==> src/rtl/bm_dma_channel.sv <==
module bm_dma_channel (
  input  logic        clk,
  input  logic        rst_n,
  input  logic        reg_wr,
  input  logic [2:0]  reg_addr,
  input  logic [31:0] reg_wdata,
  output logic [31:0] reg_rdata,
  output logic        mem_rd_req,
  output logic [31:0] mem_rd_addr,
  input  logic        mem_rd_valid,
  input  logic [31:0] mem_rd_data,
  input  logic        mem_rd_err,
  output logic        mv_req,
  output logic [31:0] mv_addr,
  output logic [16:0] mv_len,
  output logic        mv_to_mem,
  input  logic        mv_done,
  input  logic        mv_err,
  input  logic        dev_irq
);

  typedef enum logic [2:0] {S_IDLE, S_ADDR, S_CNT, S_MOVE, S_HALT} st_t;

  st_t         state;
  logic        run_q, dir_q, irq_q, err_q, last_q;
  logic [1:0]  cap_q;
  logic [29:0] tab_q, cur_q;
  logic [31:0] buf_addr;
  logic [16:0] buf_len;
  logic        act;

  wire wr_cmd   = reg_wr && reg_addr == 3'd0;
  wire wr_sts   = reg_wr && reg_addr == 3'd2;
  wire wr_ptr   = reg_wr && reg_addr == 3'd4;
  wire go       = wr_cmd && reg_wdata[0] && !run_q;
  wire halt     = wr_cmd && !reg_wdata[0];
  wire mem_ok   = mem_rd_req && mem_rd_valid;
  wire mem_fail = mem_ok && mem_rd_err;
  wire mv_fin   = mv_req && mv_done;
  wire mv_fail  = mv_fin && mv_err;

  assign act         = state == S_ADDR || state == S_CNT || state == S_MOVE;
  assign mem_rd_req  = state == S_ADDR || state == S_CNT;
  assign mem_rd_addr = {cur_q, 2'b00} + ((state == S_CNT) ? 32'd4 : 32'd0);
  assign mv_req      = state == S_MOVE;
  assign mv_addr     = buf_addr;
  assign mv_len      = buf_len;
  assign mv_to_mem   = dir_q;

  always_comb begin
    case (reg_addr)
      3'd0:    reg_rdata = {28'd0, dir_q, 2'b00, run_q};
      3'd2:    reg_rdata = {25'd0, cap_q, 2'b00, irq_q, err_q, act};
      3'd4:    reg_rdata = {tab_q, 2'b00};
      default: reg_rdata = 32'd0;
    endcase
  end

  always_ff @(posedge clk or negedge rst_n) begin
    if (!rst_n) begin
      state    <= S_IDLE;
      run_q    <= 1'b0;
      dir_q    <= 1'b0;
      irq_q    <= 1'b0;
      err_q    <= 1'b0;
      last_q   <= 1'b0;
      cap_q    <= 2'b00;
      tab_q    <= '0;
      cur_q    <= '0;
      buf_addr <= '0;
      buf_len  <= '0;
    end else begin
      if (wr_cmd) begin
        run_q <= reg_wdata[0];
        dir_q <= reg_wdata[3];
      end
      if (wr_ptr) tab_q <= reg_wdata[31:2];
      if (wr_sts) cap_q <= reg_wdata[6:5];
      irq_q <= dev_irq | (irq_q & !(wr_sts & reg_wdata[2]));
      err_q <= mem_fail | mv_fail | (err_q & !(wr_sts & reg_wdata[1]));

      if (halt) state <= S_IDLE;
      else if (go) begin
        cur_q <= tab_q;
        state <= S_ADDR;
      end else begin
        case (state)
          S_ADDR: if (mem_ok) begin
            if (mem_rd_err) state <= S_HALT;
            else begin
              buf_addr <= mem_rd_data;
              state    <= S_CNT;
            end
          end
          S_CNT: if (mem_ok) begin
            if (mem_rd_err) state <= S_HALT;
            else begin
              buf_len <= {mem_rd_data[15:0] == 16'd0, mem_rd_data[15:0]};
              last_q  <= mem_rd_data[31];
              state   <= S_MOVE;
            end
          end
          S_MOVE: if (mv_fin) begin
            if (mv_err || last_q) state <= S_HALT;
            else begin
              cur_q <= cur_q + 30'd2;
              state <= S_ADDR;
            end
          end
          default: ;
        endcase
      end
    end
  end

endmodule

==> config.mk <==
export PLATFORM = sky130hd
export DESIGN_NAME = bm_dma_channel
export DESIGN_NICKNAME = d
export VERILOG_FILES = /design/src/rtl/bm_dma_channel.sv
export SDC_FILE = /design/constraint.sdc
export NUM_CORES = 1
export LEC_CHECK = 0
export BUFFER_PORTS_ARGS = -buffer_cell sky130_fd_sc_hd__buf_2
export CAP_MARGIN = 20
export CORE_ASPECT_RATIO = 0.9
export CORE_UTILIZATION = 30
export DETAILED_ROUTE_END_ITERATION = 16
export PLACE_DENSITY_LB_ADDON = 0.1
export SYNTH_ARGS = -nofsm -noshare
export SYNTH_HDL_FRONTEND = slang
export SYNTH_SLANG_ARGS = --single-unit
==> constraint.sdc <==
create_clock -name clk -period 3.41 [get_ports clk]
set_input_delay 0 -clock clk [delete_from_list [all_inputs] [get_ports clk]]
set_output_delay 0 -clock clk [all_outputs]
set_load 0.05 [all_outputs]
==> Word level (Yosys, flattened, before mapping) <==
Index checks and enable logic that the tools add are counted.
{ "classes": {"n_addsub": 2, "eq_ne": 9, "n_mux": 15, "n_bitwise": 10, "reduce_logical": 26} }
{ "op_table": {"columns": ["cell", "count"], "rows": [
  ["two-way mux 30 bit", 4],
  ["one-hot mux 32 bit (3 select lines)", 1],
  ["adder 32 x 3 -> 32 bit", 1],
  ["adder 30 x 2 -> 30 bit, second input constant", 1],
  ["two-way mux 3 bit", 9],
  ["logical NOT 16 bit", 1],
  ["logical AND 1 bit", 10],
  ["AND reduction 5 bit", 2],
  ["equality test 3 x 2 -> 1 bit, second input constant", 3],
  ["one-hot mux 3 bit (3 select lines)", 1],
  ["!= test 4 bit, second input constant", 2],
  ["AND reduction 4 bit", 2],
  ["nonzero test 5 bit", 1],
  ["AND 1 bit", 4],
  ["logical NOT 1 bit", 4],
  ["!= test 4 x 1 -> 1 bit, second input constant", 1],
  ["nonzero test 2 bit", 2],
  ["equality test 3 x 1 -> 1 bit, second input constant", 1],
  ["equality test 3 bit, second input constant", 1],
  ["logical NOT 3 bit", 1],
  ["logical OR 1 bit", 3],
  ["NOT 1 bit", 3],
  ["OR 1 bit", 3],
  ["!= test 2 bit, second input constant", 1]
]} }
{ "totals": {"regBits": 119, "input_bits": 75, "out_inout_bits": 116} }

==> Logic depth before layout (Yosys ltp) <==
Gate-level depths: netlist of run 1.
{ "logic_depth": {"depth_word": 7, "depth_mapped": 9, "mapped_depth_nobuf": 7} }

==> Worst setup path before layout of run 1 <==
OpenSTA, ideal clock, no wires.
{ "synth_timing": {"kind": "flip-flop to output port", "startpoint": "reg cur_q[2]", "endpoint": "out mem_rd_addr[25]", "t_arrival_ns": 2.644, "t_required_ns": 3.410, "setup_slack_ns": 0.766, "path_stages_with_launch": 10, "n_path_buf": 3, "path_cell_list": "dfrtp_1 > ha_1 > and3_1 > buf_2 > and4_1 > clkbuf_1 > and2_1 > clkbuf_1 > nand3_1 > xnor2_1"} }
{ "synth_between": {"elab_chain_len": 1} }
{ "synth_rtl": {"columns": ["item", "line_no", "source"], "rows": [
  ["start: declaration", "27", "logic [29:0] tab_q, cur_q;"],
  ["start signal: assignment", "84", "cur_q <= tab_q;"],
  ["start signal: assignment", "106", "cur_q <= cur_q + 30'd2;"],
  ["adder 32 x 3 -> 32 bit", "44", "assign mem_rd_addr = {cur_q, 2'b00} + ((state == S_CNT) ? 32'd4 : 32'd0);"],
  ["end: declaration", "9", "output logic [31:0] mem_rd_addr,"]
]} }
No other way between the ends.

==> Worst setup path in the final report of run 1 <==
{ "layout_timing": {"startpoint": "reg state[1]", "endpoint": "out mem_rd_addr[18]"} }
{ "layout_between": {"elab_chain_len": 3} }
{ "layout_rtl": {"columns": ["item", "line_no", "source"], "rows": [
  ["start: declaration", "24", "st_t state;"],
  ["start signal: assignment", "61", "state <= S_IDLE;"],
  ["start signal: assignment", "82", "if (halt) state <= S_IDLE;"],
  ["start signal: assignment", "85", "state <= S_ADDR;"],
  ["equality test 3 x 2 -> 1 bit", "44", null],
  ["two-way mux 3 bit", "44", null],
  ["adder 32 x 3 -> 32 bit", "44", null]
]} }
No other way between the ends.

==> results of run 1 <==
[final cells by class]
class | instances | area (sq um) | share of cell area (%)
clock buffer | 17 | 425.4 | 4.897
clock inverter | 15 | 158.9 | 1.829
inverter | 9 | 33.78 | 0.3889
multi-input combinational | 414 | 3030 | 34.88
sequential | 119 | 2978 | 34.28
tap | 255 | 319.1 | 3.673
timing repair buffer | 268 | 1742 | 20.05
[routing by layer]
metal	track usage, %	share of wire (%)	routed length (um)
met5	0	0	0
met4	5.842	1.3	239
met3	4.156	4.9	940
met2	27.97	45	8615
met1	25.81	49	9263
[cell usage after synthesis, types with 2 or more instances]
library cell  count  area share (%)
buf_4             4            0.48
inv_1             9            0.54
nand2_1          45             2.7
a21oi_1          18             1.4
ha_1              3            0.60
nor3_1            5            0.40
xor2_1            9             1.3
nor3b_1           4            0.48
a211oi_1          2            0.24
o211ai_1          5            0.60
nor2b_1           4            0.40
mux2_2           81              15
nor4b_1           2            0.28
a2bb2oi_1         5            0.70
or3_1             3            0.30
or4_1             2            0.24
nand3b_1          2            0.24
a22o_1            2            0.28
dfrtp_1         119              48
nor4b_2           2            0.48
clkbuf_1         25             1.5
a311oi_1          4            0.56
nand4_1          13             1.3
buf_2            11            0.88
a22oi_1          13             1.6
o311ai_0          3            0.42
o2bb2ai_1         4            0.56
a31oi_1           3            0.30
mux2i_1           3            0.48
buf_6             4            0.72
o22ai_1           7            0.70
xnor2_1          21             3.0
and3_1           10             1.0
nand2b_1          2            0.20
o21ai_0          25             2.0
o31a_1            2            0.28
and4_1            5            0.70
nor2_1           28             1.7
nor4_1            7            0.70
and2_1           33             3.3
nand3_1          20             1.6
[state kept, by name (all words and copies together) (netlist names)]
signal,flops
tab_q,30
mv_to_mem,1
cur_q,30
last_q,1
irq_q,1
cap_q,2
state,3
err_q,1
run_q,1
mv_len,17
mv_addr,32
[stage by stage]
stage	setup slack, ps	instance area [sq um]	cells
after floorplan	765.9	6233	587
after CTS	225.0	8682	1097
after detailed placement	678.9	7407	996
final	429.8	8687	1097
after global routing	139.2	8687	1097
after global placement	815.1	7407	996
[kinds of logic (layout without fill, tap and decap cells)]
logic type      Yosys count  in the layout  synth area share [%]
compound gates          104            104                 11.29
xor+xnor                 30             30                 4.218
fa+ha+maj                 3              3                0.6026
buf+inv                  54            309                 4.218
flops                   119            119                 47.80
mux                      84             84                 15.12
other cells               1              2               0.06020
simple gates            191            191                 16.69
[worst min-delay path, cell delays in order]
cell and delay, ps:
buf_2 120, inv_1 110, o21ai_0 170
[repair_timing]
item / in CTS / in global routing
hold buffers: 69 / 0
gates resized for setup: 0 / 1
hold endpoints to repair: 139 / 0
setup endpoints to repair: 0 / 1
[report_power, final]
part / switching (mW) / total (mW) / internal (mW)
registers: 0.408 / 2.27 / 1.87
logic: 1.93 / 2.76 / 0.833
clock network: 0.755 / 1.79 / 1.04
total: 3.09 / 6.83 / 3.73
[layout by cell type (no fill, tap or decap), types with 3 or more instances in the layout]
cell type        n
inv_1            9
mux2i_1          3
o2bb2ai_1        4
a21oi_1         18
inv_6            6
nand2_1         45
nor4_1           7
o211ai_1         5
inv_8            4
nand4_1         13
nand3_1         20
nor2b_1          4
o21ai_0         25
buf_4           10
xor2_1           9
nor3_1           4
buf_2          187
o22ai_1          7
or3_1            3
and3_1          10
o311ai_0         3
clkbuf_16       17
nor3b_1          3
a2bb2oi_1        5
mux2_2          81
a311oi_1         4
xnor2_1         21
dfrtp_1        119
clkinvlp_4       3
nor2_1          28
and2_1          33
a31oi_1          3
dlygate4sd3_1   69
ha_1             3
and4_1           5
a22oi_1         13
[final timing paths]
kind / cells past startpoint / slack [ps] / end
min in group asynchronous: 2 / 180 / mv_addr[18]
max in group asynchronous: 3 / 2400 / cur_q[24]
hold / removal: 3 / 30 / run_q
setup reg to reg: 5 / 930 / cur_q[12]
hold reg to reg: 1 / 500 / mv_addr[14]
setup / recovery: 8 / 430 / mem_rd_addr[18]
==> flow_metrics.env, run 1 <==
export IMPL_status="complete, no violations"
export IMPL_die_h_um=138.7
export IMPL_maxCapViolations=0
export IMPL_synthDistinctLibCells=58
export IMPL_synth_ff_type="dfrtp_1"
export IMPL_slowest_stage="dfrtp_1"
export IMPL_syn_inst=586
export IMPL_async_flop_share_pct=100.0
export IMPL_irDropWorstVdd_mv=0.6099
export IMPL_gr_total_overflow=0
export IMPL_yosysWarningCount=0
export IMPL_slew_viol_final=0
export IMPL_grt_pass1_wl_um=30590
export IMPL_arrival_ps=2980
export IMPL_grt_util_all_layers_pct=18.39
export IMPL_synth_seq_area_share_pct=47.80
export IMPL_relSlewSlack_pct=41.15
export IMPL_drtIter0Drc=351
export IMPL_fill_cells=1930
export IMPL_hold_violations=0
export IMPL_cts_tree="built"
export IMPL_die_area_sq_um=21350
export IMPL_area_growth_syn_to_layout_pct=39.45
export IMPL_startpoint_type="flop"
export IMPL_max_freq_mhz=335.5
export IMPL_worstHoldStart="reg_wdata[0]"
export IMPL_core_area_sq_um=20170
export IMPL_reg2reg_from="state[2]"
export IMPL_placementRows=49
export IMPL_holdWs_ps=25.36
export IMPL_dp_hpwl_um=13400
export IMPL_syn_area_sq_um=6230
export IMPL_critPathTopFamily="simple AND/OR/NAND/NOR gates"
export IMPL_leakage_nw=3.955
export IMPL_clkLatencyLatePin_ps=420
export IMPL_vias=5468
export IMPL_synth_edff_count=0
export IMPL_path_buf_inv=1
export IMPL_tightest_slew_ps=882.8
export IMPL_critPathCaptureType="output port"
export IMPL_hp_class="primary input to flop"
export IMPL_grt_pass1_vias=5575
export IMPL_utilization_pct=43.07
export IMPL_antenna_found_initial=0
export IMPL_cp_max_fo=9
export IMPL_finalWirelength_um=19060
export IMPL_totalPowerFinal_mw=6.828
export IMPL_synth_seq_cells=119
export IMPL_grt_max_degree=68
export IMPL_wl_per_cell_um=17.37
export IMPL_cts_made_buffers=17
export IMPL_cp_required_ps=3410
export IMPL_finalCriticalPeriod_ps=2980
export IMPL_vias_per_cell=4.985
export IMPL_port_buffers=188
export IMPL_gp_congestion=0.8455
export IMPL_initial_utilization_pct=30.89
export IMPL_ctsRootBufferMaster="clkbuf_16"
export IMPL_setup_violations=0
export IMPL_syn_area_per_cell_sq_um=10.63
export IMPL_drive_gt1_share_pct=38.36
export IMPL_diodes=0
export IMPL_min_period_over_period_pct=87.40
export IMPL_nets=907
export IMPL_cts_setup_buffers=0
export IMPL_clkSlewWorstSetupHoldPaths_ps=60
export IMPL_num_io_pins=191
export IMPL_p_per_area_nw_per_um2=786.0
export IMPL_setup_tns_ps=0
export IMPL_htreeDepth=4
export IMPL_setup_worst_path_class="flop to output port"
export IMPL_cp_startpoint="state[1]"
export IMPL_fin_skew_ps=11.88
export IMPL_die_w_um=153.9
export IMPL_drc=0
export IMPL_cts_sinks=119
export IMPL_clockBufferDepth=2
export IMPL_cpPeakStageDelay_ps=520
export IMPL_first_pass_iters=6
export IMPL_ant_nets=0
export IMPL_path_cells="nor3b_1 -> ha_1 -> ha_1 -> nand3_1 -> nor3_2 -> nand3_1 -> xnor2_1 -> buf_2"
export IMPL_rsz0062_at_grt="false"
Power figures use the tool's default switching activity.
==> inputs of run 2 (changes only) <==
--- a/config.mk
+++ b/config.mk
@@ -6,7 +6,6 @@
 export NUM_CORES = 1
 export LEC_CHECK = 0
 export BUFFER_PORTS_ARGS = -buffer_cell sky130_fd_sc_hd__buf_2
-export CAP_MARGIN = 20
 export CORE_ASPECT_RATIO = 0.9
 export CORE_UTILIZATION = 30
 export DETAILED_ROUTE_END_ITERATION = 16
==> constraint.sdc (replaced) <==
create_clock -name clk -period 3.41 [get_ports clk]
set_input_delay 0.682 -clock clk [delete_from_list [all_inputs] [get_ports clk]]
set_output_delay 0.682 -clock clk [all_outputs]
set_load 0.05 [all_outputs]
==> run 2 against run 1 <==
Die area unchanged. Sequential power decreased by 2%. Fmax is 8.9% lower. Global-route usage grew 0.21 points. Register-to-register slack improved by 90 ps. Utilization decreased by 2.8 points. Clock power about the same. Largest cell class unchanged.
==> flow_metrics.env, run 2 (synthesized netlist as in run 1, its figures left out) <==
export IMPL_cp_max_fo=9
export IMPL_final_cell_mix="buf_2, dfrtp_1, mux2_2"
export IMPL_setup_worst_path_class="flop to output port"
export IMPL_wl_per_cell_um=18.41
export IMPL_fill_cells=2010
export IMPL_initial_utilization_pct=30.89
export IMPL_largest_reg_flops=32
export IMPL_vias_per_cell=5.024
export IMPL_relSlewSlack_pct=47.99
export IMPL_clkSlewWorstSetupHoldPaths_ps=70
export IMPL_port_buffers=188
export IMPL_grt_pass1_vias=5271
export IMPL_utilization_pct=40.27
export IMPL_diodes=0
export IMPL_status="complete, no violations"
export IMPL_die_h_um=138.7
export IMPL_clockBufferDepth=2
export IMPL_drive_gt1_share_pct=43.24
export IMPL_ant_nets=0
export IMPL_cts_made_buffers=17
export IMPL_fin_skew_ps=12.18
export IMPL_leakage_nw=3.774
export IMPL_placed_area_sq_um=7473
export IMPL_r2r_end="cur_q[26]"
export IMPL_reg2reg_from="cur_q[7]"
export IMPL_critPathCaptureType="output port"
export IMPL_startpoint_type="flop"
export IMPL_final_common_cell="buf_2"
export IMPL_p_per_area_nw_per_um2=843.4
export IMPL_tightest_slew_ps=773.1
export IMPL_grt_util_all_layers_pct=18.61
export IMPL_r2r_cells=5
export IMPL_cts_tree="built"
export IMPL_holdWs_ps=306.4
export IMPL_min_period_over_period_pct=95.98
export IMPL_irDropWorstVdd_mv=0.4988
export IMPL_finalWirelength_um=19130
export IMPL_r2r_slack_ps=1020
export IMPL_dp_hpwl_um=13770
export IMPL_max_freq_mhz=305.5
export IMPL_gr_total_overflow=0
export IMPL_maxCapViolations=0
export IMPL_setup_tns_ps=0
export IMPL_vias=5220
export IMPL_antenna_found_initial=0
export IMPL_final_cell_area_sq_um=8123
export IMPL_totalPowerFinal_mw=6.851
export IMPL_area_growth_syn_to_layout_pct=30.39
export IMPL_slew_viol_final=0
export IMPL_finalCriticalPeriod_ps=3273
export IMPL_cts_hold_fix_buffers=0
export IMPL_num_io_pins=191
export IMPL_cts_sinks=119
export IMPL_nets=849
export IMPL_htreeDepth=4
export IMPL_clkLatencyLatePin_ps=430
export IMPL_hp_class="primary input to async pin"
export IMPL_cp_required_ps=2730
export IMPL_grt_max_degree=51
export IMPL_core_area_sq_um=20170
export IMPL_drtIter0Drc=327
export IMPL_drc=0
export IMPL_die_area_sq_um=21350
export IMPL_first_pass_iters=4
export IMPL_hold_violations=0
export IMPL_rsz0062_at_grt="false"
export IMPL_gp_congestion=0.8272
export IMPL_placementRows=49
export IMPL_grt_pass1_wl_um=30600
export IMPL_arrival_ps=2590
export IMPL_ctsRootBufferMaster="clkbuf_16"
export IMPL_setup_violations=0
export IMPL_die_w_um=153.9
[run 2: final cells by class]
cell class                 count  area [sq um]  area share, %
sequential                   119          2979          36.68
clock buffer                  17         425.4          5.237
tap                          255         319.1          3.928
multi-input combinational    414          3059          37.66
inverter                       9         33.78         0.4159
clock inverter                15         175.2          2.157
timing repair buffer         210          1131          13.92
[run 2: how the worst max path moves through the flow]
stage	startpoint	end	slack [ps]	cells past startpoint
2_1_floorplan	cur_q[2]	mem_rd_addr[25]	80	9
3_3_place_gp	state[2]	mem_rd_addr[18]	290	8
3_5_place_dp	state[2]	mem_rd_addr[18]	220	8
4_1_cts	cur_q[2]	mem_rd_addr[31]	4	7
5_1_grt	state[0]	mem_rd_addr[18]	7	8
6_report	cur_q[2]	mem_rd_addr[25]	140	7
[run 2: worst max-delay path, cell delays in order, from the launching register on]
cell	delay, ps
dfrtp_2	440
ha_1	250
and3_1	240
and4_4	320
and2_1	300
nand3_1	130
xnor2_1	200
buf_2	290
[run 2: per-stage QoR]
stage / setup WS [ps] / std cells
global placement: 288.6 / 1007
floorplan: 83.94 / 587
detailed placement: 220.1 / 1007
CTS: 3.835 / 1039
global route: 7.297 / 1039
finish: 137.1 / 1039
[run 2: timing repair]
action / CTS / global route
resized for setup: 4 / 12
buffers inserted: 0 / 0
pin swaps: 0 / 2
endpoints found under the setup margin: 12 / 12
[run 2: per-layer routing]
metal | vias up | routed length (um) | GRT usage (%)
met5 | - | 0 | 0
met4 | 0 | 200 | 5.000
met3 | 11 | 1138 | 5.063
met2 | 163 | 8552 | 27.49
met1 | 2560 | 9239 | 26.62
li1 | 2486 | - | -
[run 2: report_power, final]
part	total (mW)	switching (mW)	leakage, nW	internal (mW)
clock	1.82	0.829	0.292	0.992
sequential	2.22	0.350	1.46	1.87
combinational	2.81	1.99	2.02	0.820
==> inputs of run 3 (changes only) <==
--- a/config.mk
+++ b/config.mk
@@ -6,7 +6,6 @@
 export NUM_CORES = 1
 export LEC_CHECK = 0
 export BUFFER_PORTS_ARGS = -buffer_cell sky130_fd_sc_hd__buf_2
-export CORE_ASPECT_RATIO = 0.9
 export CORE_UTILIZATION = 30
 export DETAILED_ROUTE_END_ITERATION = 16
 export PLACE_DENSITY_LB_ADDON = 0.1
==> run 3 against run 2 <==
Register-to-register slack worse by 50 ps. Combinational power hardly changed. Largest power group unchanged. Highest routed layer unchanged. Critical path depth is 1 higher. Flip-flop and latch count stayed put. Via count hardly changed. Clock power hardly changed. Die area hardly changed. Hold slack worse by 95 ps.
==> flow_metrics.env, run 3 (synthesized netlist as in run 1, its figures left out) <==
export IMPL_dp_hpwl_um=13350
export IMPL_htreeDepth=4
export IMPL_setup_worst_path_class="flop to output port"
export IMPL_clkLatencyLatePin_ps=420
export IMPL_vias=5216
export IMPL_vias_per_cell=4.944
export IMPL_final_common_cell="buf_2"
export IMPL_nets=849
export IMPL_relSlewSlack_pct=61.35
export IMPL_hp_class="primary input to async pin"
export IMPL_cp_max_fo=8
export IMPL_fin_skew_ps=7.790
export IMPL_critPathTopFamily="simple AND/OR/NAND/NOR gates"
export IMPL_slew_viol_final=0
export IMPL_clockBufferDepth=2
export IMPL_rsz0062_at_grt="true"
export IMPL_wl_per_cell_um=17.44
export IMPL_regArea_sq_um=2980
export IMPL_ctsRootBufferMaster="clkbuf_16"
export IMPL_grt_util_all_layers_pct=17.86
export IMPL_first_pass_iters=4
export IMPL_drc=0
export IMPL_setup_violations=0
export IMPL_hold_violations=0
export IMPL_irDropWorstVdd_mv=0.4926
export IMPL_grt_pass1_vias=5297
export IMPL_antenna_found_initial=1
export IMPL_finalWirelength_um=18400
export IMPL_finalCriticalPeriod_ps=3262
export IMPL_num_io_pins=191
export IMPL_die_area_sq_um=21350
export IMPL_r2r_end="cur_q[12]"
export IMPL_drive_gt1_share_pct=43.49
export IMPL_reg2reg_from="state[2]"
export IMPL_placed_area_sq_um=7485
export IMPL_crit_end="mem_rd_addr[22]"
export IMPL_maxCapViolations=0
export IMPL_initial_utilization_pct=30.69
export IMPL_p_per_area_nw_per_um2=840.6
export IMPL_cp_startpoint="state[0]"
export IMPL_cpPeakStageDelay_ps=480
export IMPL_die_h_um=146.1
export IMPL_fill_cells=2044
export IMPL_route_met3_wl_um=1293
export IMPL_final_cell_area_sq_um=8163
export IMPL_wl_met2_um=8601
export IMPL_placementRows=52
export IMPL_r2r_cells=7
export IMPL_status="complete, no violations"
export IMPL_grt_pass1_wl_um=29770
export IMPL_cts_made_buffers=17
export IMPL_path_buf_inv=1
export IMPL_drtIter0Drc=175
export IMPL_min_period_over_period_pct=95.65
export IMPL_cp_num_cells=8
export IMPL_clkSlewWorstSetupHoldPaths_ps=60
export IMPL_ant_nets=0
export IMPL_die_w_um=146.1
export IMPL_setup_tns_ps=0
export IMPL_leakage_nw=3.787
export IMPL_cts_tree="built"
export IMPL_cp_required_ps=2730
export IMPL_gr_total_overflow=0
export IMPL_slowest_stage="dfrtp_2"
export IMPL_port_buffers=188
export IMPL_path_common_cell="ha_1"
export IMPL_cts_hold_fix_buffers=0
export IMPL_startpoint_type="flop"
export IMPL_grt_max_degree=60
export IMPL_utilization_pct=40.21
export IMPL_max_freq_mhz=306.6
export IMPL_core_area_sq_um=20300
export IMPL_r2r_slack_ps=970
export IMPL_wl_met1_um=8294
export IMPL_path_cells="nor3b_2 -> ha_1 -> ha_1 -> nand3_1 -> nor3_4 -> nand2_1 -> xnor2_1 -> buf_4"
export IMPL_largest_reg_flops=32
export IMPL_top_layer_used="met4"
export IMPL_area_growth_syn_to_layout_pct=31.03
export IMPL_arrival_ps=2580
export IMPL_critPathCaptureType="output port"
export IMPL_holdWs_ps=211.8
export IMPL_tightest_slew_ps=578.1
export IMPL_cts_sinks=119
export IMPL_gp_congestion=0.8204
export IMPL_multi_input_area_sq_um=3063
export IMPL_final_cell_mix="buf_2, dfrtp_1, mux2_2"
-- run 3: cell type report --
| class | count | area share (%) |
|---|---|---|
| timing repair buffer | 210 | 13.98 |
| tap | 270 | 4.139 |
| clock buffer | 17 | 5.212 |
| sequential | 119 | 36.51 |
| clock inverter | 15 | 2.192 |
| inverter | 9 | 0.4139 |
| multi-input combinational | 414 | 37.52 |
| antenna | 1 | 0.03066 |
-- run 3: layer usage --
metal / up-vias / global-route usage [%]
met4: 0 / 4.063
met5: - / 0
met3: 17 / 6.063
met2: 164 / 27.94
li1: 2496 / -
met1: 2539 / 23.79
-- run 3: report_power, final --
group	total (mW)	switching, mW	internal (mW)
registers	2.23	0.360	1.87
logic	2.78	1.97	0.813
clock network	1.85	0.745	1.11
-- run 3: timing repair --
action                     4_1_cts  5_1_grt
setup endpoints to repair       13       14
gates resized for setup         11       12
pin swaps                        0        2
buffers inserted                 0        1
-- run 3: how the worst min path moves through the flow --
stage | from | slack (ps) | endpoint | depth (start not counted)
after floorplan | rst_n | 390 | cap_q[0] | 0
after global placement | irq_q | 470 | irq_q | 1
after detailed placement | cur_q[0] | 490 | cur_q[0] | 2
after CTS | rst_n | 210 | tab_q[11] | 1
after global routing | rst_n | 220 | tab_q[11] | 1
final | rst_n | 210 | cur_q[7] | 1
-- run 3: worst register-to-register path, cell delays in order (launching register included) --
cell and delay, ps:
dfrtp_1 390, buf_4 170, and3b_1 340, nand3_1 470
a21oi_4 440, buf_4 260, o21ai_0 110, o2bb2ai_1 130
-- run 3: per-stage QoR --
step / std cells / power (mW) / setup slack, ps
floorplan: 587 / 4.277 / 83.94
global placement: 1021 / 4.983 / 227.6
detailed placement: 1021 / 5.021 / 160.7
CTS: 1053 / 6.933 / 19.17
global route: 1054 / 7.199 / -36.78
finish: 1055 / 6.862 / 148.3
